==> src/rtl/uart_ftx_pkg.sv <==
package uart_ftx_pkg;

    // Phases of the shift stage, in transmission order
    typedef enum logic [2:0] {
        TX_IDLE,
        TX_START,
        TX_DATA,
        TX_PAR,
        TX_STOP
    } tx_phase_e;

endpackage

==> src/rtl/uart_ftx_timing.sv <==
// Turns the live frame settings into per-bit and stop lengths, counted in step enables.
module uart_ftx_timing #(
    parameter int OVS    = 16,
    parameter int CODE_W = 4,
    parameter int CNT_W  = 6
) (
    input  logic              cfg_ext,
    input  logic [1:0]        cfg_len,
    input  logic [CODE_W-1:0] cfg_code,
    output logic [CNT_W-1:0]  bit_steps,
    output logic [CNT_W-1:0]  stop_steps
);
    localparam int HALF = OVS / 2;

    logic long_stop;

    always_comb begin
        // Upper half of the code, or the shortest character, selects the long table
        long_stop = cfg_code[CODE_W-1] || (cfg_len == 2'd0);
        if (cfg_ext) begin
            bit_steps  = CNT_W'(1);
            stop_steps = cfg_code[CODE_W-1] ? CNT_W'(2) : CNT_W'(1);
        end else begin
            bit_steps  = CNT_W'(OVS);
            stop_steps = CNT_W'(cfg_code)
                       + (long_stop ? CNT_W'(OVS + 1) : CNT_W'(HALF + 1));
        end
    end
endmodule

==> src/rtl/uart_ftx_hold.sv <==
// Single-entry holding register in front of the shift stage.
module uart_ftx_hold #(
    parameter int DATA_W = 8
) (
    input  logic              clk,
    input  logic              rst_n,
    input  logic [DATA_W-1:0] in_data,
    input  logic              in_valid,
    input  logic              take,
    output logic              full,
    output logic [DATA_W-1:0] data
);
    typedef struct packed {
        logic              full;
        logic [DATA_W-1:0] data;
    } hold_s;

    hold_s h_d, h_q;

    always_comb begin
        h_d = h_q;
        if (take) begin
            h_d.full = 1'b0;
        end else if (in_valid && !h_q.full) begin
            h_d.full = 1'b1;
            h_d.data = in_data;
        end
    end

    always_ff @(posedge clk or negedge rst_n) begin
        if (!rst_n) h_q <= '0;
        else        h_q <= h_d;
    end

    assign full = h_q.full;
    assign data = h_q.data;
endmodule

==> src/rtl/uart_ftx_serial.sv <==
// Shift stage: start, data, optional parity, then the programmed stop interval.
module uart_ftx_serial
    import uart_ftx_pkg::*;
#(
    parameter int DATA_W = 8,
    parameter int CNT_W  = 6,
    parameter int IDX_W  = 3
) (
    input  logic              clk,
    input  logic              rst_n,
    input  logic              step,
    input  logic              hold_full,
    input  logic [DATA_W-1:0] hold_data,
    input  logic [CNT_W-1:0]  bit_steps,
    input  logic [CNT_W-1:0]  stop_steps,
    input  logic [IDX_W-1:0]  last_idx,
    input  logic              par_en,
    input  logic              par_odd,
    output logic              take,
    output logic              txd,
    output logic              busy
);
    typedef struct packed {
        tx_phase_e         phase;
        logic [CNT_W-1:0]  cnt;
        logic [IDX_W-1:0]  idx;
        logic [DATA_W-1:0] shreg;
        logic              par_bit;
        logic              par_on;
        logic              line;
        logic [CNT_W-1:0]  bit_len;
        logic [CNT_W-1:0]  stop_len;
        logic [IDX_W-1:0]  last;
    } ser_s;

    ser_s s_d, s_q;
    logic [DATA_W-1:0] masked;
    logic load, bit_end, stop_end;

    // Bits above the configured length never reach the line or the parity
    always_comb begin
        for (int i = 0; i < DATA_W; i++) begin
            masked[i] = hold_data[i] && (IDX_W'(i) <= last_idx);
        end
    end

    always_comb begin
        s_d      = s_q;
        load     = 1'b0;
        bit_end  = step && (s_q.cnt == s_q.bit_len - CNT_W'(1));
        stop_end = step && (s_q.cnt == s_q.stop_len - CNT_W'(1));
        case (s_q.phase)
            TX_IDLE: begin
                if (hold_full) load = 1'b1;
            end
            TX_START: begin
                if (bit_end) begin
                    s_d.cnt   = '0;
                    s_d.phase = TX_DATA;
                    s_d.idx   = '0;
                    s_d.line  = s_q.shreg[0];
                end else if (step) begin
                    s_d.cnt = s_q.cnt + CNT_W'(1);
                end
            end
            TX_DATA: begin
                if (bit_end) begin
                    s_d.cnt = '0;
                    if (s_q.idx == s_q.last) begin
                        if (s_q.par_on) begin
                            s_d.phase = TX_PAR;
                            s_d.line  = s_q.par_bit;
                        end else begin
                            s_d.phase = TX_STOP;
                            s_d.line  = 1'b1;
                        end
                    end else begin
                        s_d.idx   = s_q.idx + IDX_W'(1);
                        s_d.shreg = s_q.shreg >> 1;
                        s_d.line  = s_q.shreg[1];
                    end
                end else if (step) begin
                    s_d.cnt = s_q.cnt + CNT_W'(1);
                end
            end
            TX_PAR: begin
                if (bit_end) begin
                    s_d.cnt   = '0;
                    s_d.phase = TX_STOP;
                    s_d.line  = 1'b1;
                end else if (step) begin
                    s_d.cnt = s_q.cnt + CNT_W'(1);
                end
            end
            TX_STOP: begin
                if (stop_end) begin
                    s_d.cnt = '0;
                    if (hold_full) load = 1'b1;
                    else           s_d.phase = TX_IDLE;
                end else if (step) begin
                    s_d.cnt = s_q.cnt + CNT_W'(1);
                end
            end
            default: s_d.phase = TX_IDLE;
        endcase

        if (load) begin
            s_d.phase    = TX_START;
            s_d.cnt      = '0;
            s_d.idx      = '0;
            s_d.shreg    = masked;
            s_d.par_bit  = (^masked) ^ par_odd;
            s_d.par_on   = par_en;
            s_d.line     = 1'b0;
            s_d.bit_len  = bit_steps;
            s_d.stop_len = stop_steps;
            s_d.last     = last_idx;
        end
    end

    always_ff @(posedge clk or negedge rst_n) begin
        if (!rst_n) begin
            s_q       <= '0;
            s_q.phase <= TX_IDLE;
            s_q.line  <= 1'b1;
        end else begin
            s_q <= s_d;
        end
    end

    assign take = load;
    assign txd  = s_q.line;
    assign busy = (s_q.phase != TX_IDLE);
endmodule

==> src/rtl/uart_frac_tx.sv <==
module uart_frac_tx #(
    parameter int DATA_W = 8,
    parameter int OVS    = 16,
    parameter int CODE_W = 4
) (
    input  logic              clk,
    input  logic              rst_n,
    input  logic              tick16_en,
    input  logic              bit1x_en,
    input  logic              cfg_ext_clk,
    input  logic [1:0]        cfg_char_len,
    input  logic              cfg_par_en,
    input  logic              cfg_par_odd,
    input  logic [CODE_W-1:0] cfg_stop_code,
    input  logic [DATA_W-1:0] in_data,
    input  logic              in_valid,
    output logic              in_ready,
    output logic              tx_empty,
    output logic              txd
);
    localparam int CNT_W = $clog2(2 * OVS + 1);
    localparam int IDX_W = $clog2(DATA_W);

    logic              step;
    logic              hold_full, take, busy;
    logic [DATA_W-1:0] hold_data;
    logic [CNT_W-1:0]  bit_steps, stop_steps;
    logic [IDX_W-1:0]  last_idx;

    assign step     = cfg_ext_clk ? bit1x_en : tick16_en;
    assign last_idx = IDX_W'(DATA_W - 4) + IDX_W'(cfg_char_len);

    uart_ftx_timing #(.OVS(OVS), .CODE_W(CODE_W), .CNT_W(CNT_W)) u_timing (
        .cfg_ext    (cfg_ext_clk),
        .cfg_len    (cfg_char_len),
        .cfg_code   (cfg_stop_code),
        .bit_steps  (bit_steps),
        .stop_steps (stop_steps)
    );

    uart_ftx_hold #(.DATA_W(DATA_W)) u_hold (
        .clk      (clk),
        .rst_n    (rst_n),
        .in_data  (in_data),
        .in_valid (in_valid),
        .take     (take),
        .full     (hold_full),
        .data     (hold_data)
    );

    uart_ftx_serial #(.DATA_W(DATA_W), .CNT_W(CNT_W), .IDX_W(IDX_W)) u_serial (
        .clk        (clk),
        .rst_n      (rst_n),
        .step       (step),
        .hold_full  (hold_full),
        .hold_data  (hold_data),
        .bit_steps  (bit_steps),
        .stop_steps (stop_steps),
        .last_idx   (last_idx),
        .par_en     (cfg_par_en),
        .par_odd    (cfg_par_odd),
        .take       (take),
        .txd        (txd),
        .busy       (busy)
    );

    assign in_ready = !hold_full;
    assign tx_empty = !hold_full && !busy;
endmodule

==> config.mk <==
export PLATFORM = sky130hd
export DESIGN_NAME = uart_frac_tx
export DESIGN_NICKNAME = d
export VERILOG_FILES = /design/src/rtl/uart_ftx_pkg.sv /design/src/rtl/uart_ftx_timing.sv /design/src/rtl/uart_ftx_hold.sv /design/src/rtl/uart_ftx_serial.sv /design/src/rtl/uart_frac_tx.sv
export SDC_FILE = /design/constraint.sdc
export NUM_CORES = 1
export LEC_CHECK = 0
export BUFFER_PORTS_ARGS = -buffer_cell sky130_fd_sc_hd__buf_2
export CAP_MARGIN = 40
export CORE_MARGIN = 8
export CORE_UTILIZATION = 55
export CTS_CLUSTER_DIAMETER = 100
export DETAILED_ROUTE_END_ITERATION = 8
export HOLD_SLACK_MARGIN = 0.06
export PLACE_DENSITY = 0.79
export SYNTH_ARGS = -nofsm -noshare
export SYNTH_HDL_FRONTEND = slang
export SYNTH_SLANG_ARGS = --single-unit
==> constraint.sdc <==
create_clock -name clk -period 2.78 [get_ports clk]
set_input_delay 0.556 -clock clk [delete_from_list [all_inputs] [get_ports clk]]
set_output_delay 0.556 -clock clk [all_outputs]
set_load 0.005 [all_outputs]
-- Yosys cells after proc, flatten, opt, wreduce, memory -nomap -nowiden
Index checks and enable logic that the tools add are counted.
- register bits after elaboration: 47
- bits of input ports: 22
- $add $sub $neg: 6
- magnitude comparators: 8
- equal/unequal tests: 16
- mux-type cells: 34
- bitwise gates (word level): 2
- reductions and logical operators: 31
- operators by type and width (cell ; count):
    38-bit 2-to-1 mux ; 1
    3-bit 2-to-1 mux ; 8
    6-bit 2-to-1 mux ; 4
    11-bit 2-to-1 mux ; 2
    3-bit by 2-bit != test with 1-bit output, second input constant ; 5
    3-bit case mux with 5 select lines ; 1
    6-bit == test ; 2
    3-bit less-or-equal comparator, first input constant ; 4
    1-bit logical AND ; 12
    6-bit case mux with 2 select lines ; 1
    6-bit by 1-bit subtractor with 6-bit output, second input constant ; 2
    5-bit 2-to-1 mux ; 2
    1-bit 2-to-1 mux ; 9
    9-bit 2-to-1 mux ; 1
    3-bit nonzero test ; 3
    8-bit 2-to-1 mux ; 1
    4-bit AND reduction ; 2
    8-bit parity ; 1
    7-bit AND reduction ; 1
    4-bit by 6-bit adder with 6-bit output ; 1
    6-bit by 1-bit adder with 6-bit output, second input constant ; 1
    3-bit by 2-bit == test with 1-bit output, second input constant ; 2
    1-bit by 3-bit less-or-equal comparator with 1-bit output, first input constant ; 2
    2-bit by 3-bit less-or-equal comparator with 1-bit output, first input constant ; 2
    other kinds (22) ; 27

-- Longest topological paths before layout
- depth in word-level cells: 7
- depth in mapped cells: 10
- mapped depth without buffers: 8

-- Hierarchy
From an unflattened synthesis, not the netlist that was laid out.
- cell total of the unflattened synthesis: 303
- area total of the unflattened synthesis: 3052.9 µm²
- by module, submodules not included (module ; times used ; cells an instance ; area an instance (µm²) ; sequential area each (µm²)):
    uart_ftx_serial ; 1 ; 258 ; 2534.9 ; 952.2
    uart_ftx_hold ; 1 ; 20 ; 341.6 ; 225.2
    uart_ftx_timing ; 1 ; 21 ; 150.1 ; 0.0
    uart_frac_tx ; 1 ; 4 ; 26.3 ; 0.0

-- Least setup slack after synthesis
No wires, ideal clock.
- path type: register -> register
- start: reg u_serial.s_q[5] in the netlist's numbering
- end: reg u_serial.s_q[18] in the netlist's numbering
- library setup time: 126 ps
- data arrival time: 2374 ps
- required time: 2654 ps
- setup slack: 280 ps
- cell stages (with the launch flop): 9
- period minus slack after synthesis: 2500 ps
- path through: dfrtp_1 or4_1 or3_1 a211oi_2 a21oi_2 or2_1 buf_6 buf_6 a221o_1
- cells in the longest elaborated chain, start to end: 7
- elaborated cells on any way between the ends: 10
- those cells by class: add/sub (1); eq/ne (2); mux (3); reduce/logical (4)
- ends and longest elaborated chain (element ; RTL line ; text):
    start, declared ; uart_ftx_serial.sv:36 ; ser_s s_d, s_q;
    6-bit by 1-bit subtractor with 6-bit output * ; uart_ftx_serial.sv:51 ; stop_end = step && (s_q.cnt == s_q.stop_len - CNT_W'(1));
    6-bit == test * ; uart_ftx_serial.sv:51 ;
    1-bit logical AND * ; uart_ftx_serial.sv:51 ;
    1-bit 2-to-1 mux * ; uart_ftx_serial.sv:96 ; if (stop_end) begin
    1-bit case mux with 2 select lines * ; uart_ftx_serial.sv:52 ; case (s_q.phase)
    2-bit != test (no source line) or 2-bit nonzero test (tied branches) ; - ;
    3-bit AND reduction (no source line) ; - ;
Mark *: on every way between the ends. The rest lies on a longest branch, timed or not.
A chain may end at the register's enable or synchronous reset.

-- Worst setup path in the final report
- start: reg u_serial.s_q[5] in the netlist's numbering
- end: reg u_serial.s_q[0] in the netlist's numbering
- cells in the longest elaborated chain, start to end: 5
- ends and longest elaborated chain (element ; RTL line):
    6-bit by 1-bit subtractor with 6-bit output ; uart_ftx_serial.sv:51
    6-bit == test ; uart_ftx_serial.sv:51
    1-bit logical AND ; uart_ftx_serial.sv:51
    1-bit 2-to-1 mux ; uart_ftx_serial.sv:96
    1-bit case mux with 2 select lines ; uart_ftx_serial.sv:52
No other way between the ends.

==> out/qor.txt <==
=====================================================================================
# resized after CTS ....................................................            0
Filler Cells Inserted ..................................................          351
Most frequent cell after synthesis .....................................      dfrtp_1
Achievable clock frequency .............................................    0.391 GHz
Y dimension of the die .................................................      83.3 um
Clock-pin slew of the registers on the worst-case setup and hold paths .        90 ps
Clock insertion delay at the later pin of the skew report ..............       300 ps
Number of setup violations in the final report .........................            0
Share of cells above drive strength 1 ..................................        24.2%
Critical Path AT .......................................................      2750 ps
Width of the die .......................................................      83.3 um
Mean Syn Cell Area .....................................................     9.97 um2
Area fraction in and, or, nand and nor cells after synthesis ...........        13.3%
Via count of the first global-routing pass .............................        1,865
Worst hold slack across all endpoints ..................................       219 ps
Measured slew at the worst slew-check pin ..............................       649 ps
Share of the synthesized area in the top cell type .....................        42.2%
DRT antenna net count ..................................................            0
CTS tree ...............................................................        built
Initial antenna violation count ........................................            0
Synthesized netlist cell count .........................................          250
Setup TNS ..............................................................         0 ps
Maximum net fanout on the critical path ................................           13
First-pass GRT wire length .............................................      8800 um
CTS H-Tree Depth .......................................................            2
Unrepaired setup endpoints after global routing ........................        false
Cells taking the most area after synthesis ............................. dfrtp_1 42%, mux2_2 8.1%, xnor2_1 4.9%, mux2i_1 4.4%, o21ai_0 4.4%
Worst slew margin ......................................................        56.6%
Total leakage power ....................................................      1.22 nW
Type of element capturing the critical path ............................     register
Run status ............................................................. complete, no violations
Final Skew .............................................................      10.2 ps
Layout Cell Area excl Fill .............................................  0.00278 mm2
Xor/xnor share of the synthesized area .................................        7.73%
Adder and majority cell fraction of the synthesized area ...............        2.51%
Row Count ..............................................................           24
Cell at the root of the clock tree .....................................     clkbuf_8
Global-route track usage on met3 .......................................        3.03%
Fraction of the core area covered by cells at the end of the flow ......        63.9%
Most common library cells after synthesis .............................. 42 x dfrtp_1, 22 x o21ai_0, 21 x nand2_1
Top-Level Pins .........................................................           25
DRC violations left ....................................................            0
CP required ............................................................      2970 ps
Buffers inserted during post-CTS setup optimization ....................            0
Largest net degree at the start of global routing ......................           24
Detailed placer's ending HPWL ..........................................      3810 um
Total power per unit cell area .........................................  1120 mW/mm2
Global routing met2 resource utilization ...............................        22.8%
Grt met1 use ...........................................................        19.3%
Synthesized netlist net count ..........................................          277
Post-synthesis mux area share ..........................................        12.6%
All-layer global routing usage .........................................        14.7%
Compound-Gate Fraction of Synth Area ...................................        16.2%
Initial cell density of the core .......................................        57.2%
Final Hold Fails .......................................................            0
Number of detailed-routing iterations run before antenna repair ........            4
Via density ............................................................         5.80
Number of buffers inserted by hold repair at cts .......................            0
Remaining Overflow, GRT ................................................            0
Peak ir drop on the vdd network ........................................     0.609 mV
Pre-CTS setup slack ....................................................       231 ps
Classification of the worst-slack hold path ............................ primary input to async pin
DIE AREA ...............................................................  0.00694 mm2
Synthesis warning total ................................................            0
Maximum number of buffers from clock root to sink ......................            2
Crit Path Class ........................................................ register to register
Minimum clock period ...................................................      2560 ps
Layout overhead on the synthesized area ................................        11.5%
Synth async-reset ratio ................................................         100%
Most frequently used flop master after synthesis .......................      dfrtp_1
GR peak layer ..........................................................         met2
Final worst path period share ..........................................        92.1%
Port-buffer cells ......................................................           24
Synth unique cells .....................................................           49
Max-capacitance violation count ........................................            0
Main combinational cell family by area after synthesis ................. compound AO/OA/AOI/OAI gates
Final routed wirelength across all metal layers ........................      4970 um
Final net count ........................................................          303
Core region area .......................................................  0.00435 mm2
Post-synthesis cell type with the largest combined area ................      dfrtp_1
Post-layout worst setup margin .........................................       220 ps
Number of flops mapped to enable cells by yosys ........................            0
Max-slew violation count ...............................................            0
Critical Path Source Type ..............................................     register
Share of the yosys chip area belonging to registers ....................        43.2%
Syn Std Cell Area ......................................................  0.00249 mm2
Total vias in the final route ..........................................        1,908
Routed wire length per instance ........................................      15.1 um
Number of buffers added by the clock tree synthesis step ...............            5
Num Clock Sinks ........................................................           43
Placed standard-cell area ..............................................  0.00270 mm2
Register bit total from synthesis ......................................           43
Gpl congestion .........................................................        0.822
N_diodes ...............................................................            0
Drt first-iter violations ..............................................           93
=====================================================================================
==> sequential cells by signal, summed over array words and instances, names as in the netlist <==
| name | cells |
|---|---|
| u_serial.s_q | 33 |
| u_hold.data | 8 |
| u_hold.full | 1 |
| u_serial.txd | 1 |
==> worst max-delay path, stage by stage (launching register included) <==
cell,delay (ps)
dfrtp_1,430
or4_1,540
or3_1,330
a211oi_2,320
a21oi_2,90
or2_1,250
buf_4,200
mux2_2,280
==> through the flow <==
step,std cells,total power [mW]
floorplan,250,2.37
global placement,320,2.67
detailed placement,321,2.74
CTS,329,3.14
global route,329,3.40
finish,329,3.13
==> where the power goes <==
group          switching (mW)  total [mW]  internal (mW)
Combinational           0.765        1.53          0.767
Clock                   0.215       0.391          0.176
Sequential              0.291        1.20          0.912
==> final cells by class <==
type	count	area (um2)	share of cell area [%]
clock inverter	2	12.5	0.450
inverter	9	33.8	1.22
multi-input combinational	183	1300	46.9
clock buffer	6	72.6	2.61
tap	52	65.1	2.34
sequential	43	1080	38.7
timing repair buffer	34	215	7.74
==> per-layer routing <==
metal / up-vias / routed length [um] / share of wire [%]
met3: 10 / 202 / 4.1
met1: 906 / 2370 / 48
met2: 46 / 2300 / 46
met5: - / 0 / 0
met4: 0 / 85 / 1.7
li1: 946 / - / -
==> placed cells by master, fill, tap and decap left out, drive strengths merged, types with 5 or more instances in the layout <==
cell | Yosys | routed
a21oi | 10 | 10
buf | 6 | 34
clkbuf | 9 | 6
dfrtp | 42 | 42
ha | 5 | 5
inv | 9 | 9
mux2 | 18 | 18
mux2i | 11 | 11
nand2 | 21 | 21
nor2 | 12 | 12
nor3 | 9 | 9
o211ai | 6 | 6
o21ai | 22 | 22
xnor2 | 14 | 14
xor2 | 8 | 8
==> cell families (layout without fill, tap and decap cells) <==
| family | Yosys count | count (layout) |
|---|---|---|
| compound gates | 61 | 61 |
| xor+xnor | 22 | 22 |
| fa+ha+maj | 5 | 5 |
| buf+inv | 24 | 51 |
| flops | 43 | 43 |
| mux | 29 | 29 |
| simple gates | 66 | 66 |
==> worst paths after layout <==
check	end	slack (ps)	startpoint	cells past startpoint
max	u_serial.s_q[0]$_DFFE_PN0P_	220	u_serial.s_q[5]$_DFFE_PN0P_	7
min	u_serial.s_q[32]$_DFFE_PN0P_	220	rst_n	1
max reg2reg	u_serial.s_q[0]$_DFFE_PN0P_	220	u_serial.s_q[5]$_DFFE_PN0P_	7
min reg2reg	u_serial.s_q[2]$_DFFE_PN0P_	510	u_serial.s_q[2]$_DFFE_PN0P_	1
max in group asynchronous	u_serial.s_q[22]$_DFFE_PN0P_	2060	rst_n	2
min in group clk	u_hold.full$_DFFE_PN0P_	480	in_valid	2
Note: power is estimated with default switching activity, not from simulation.
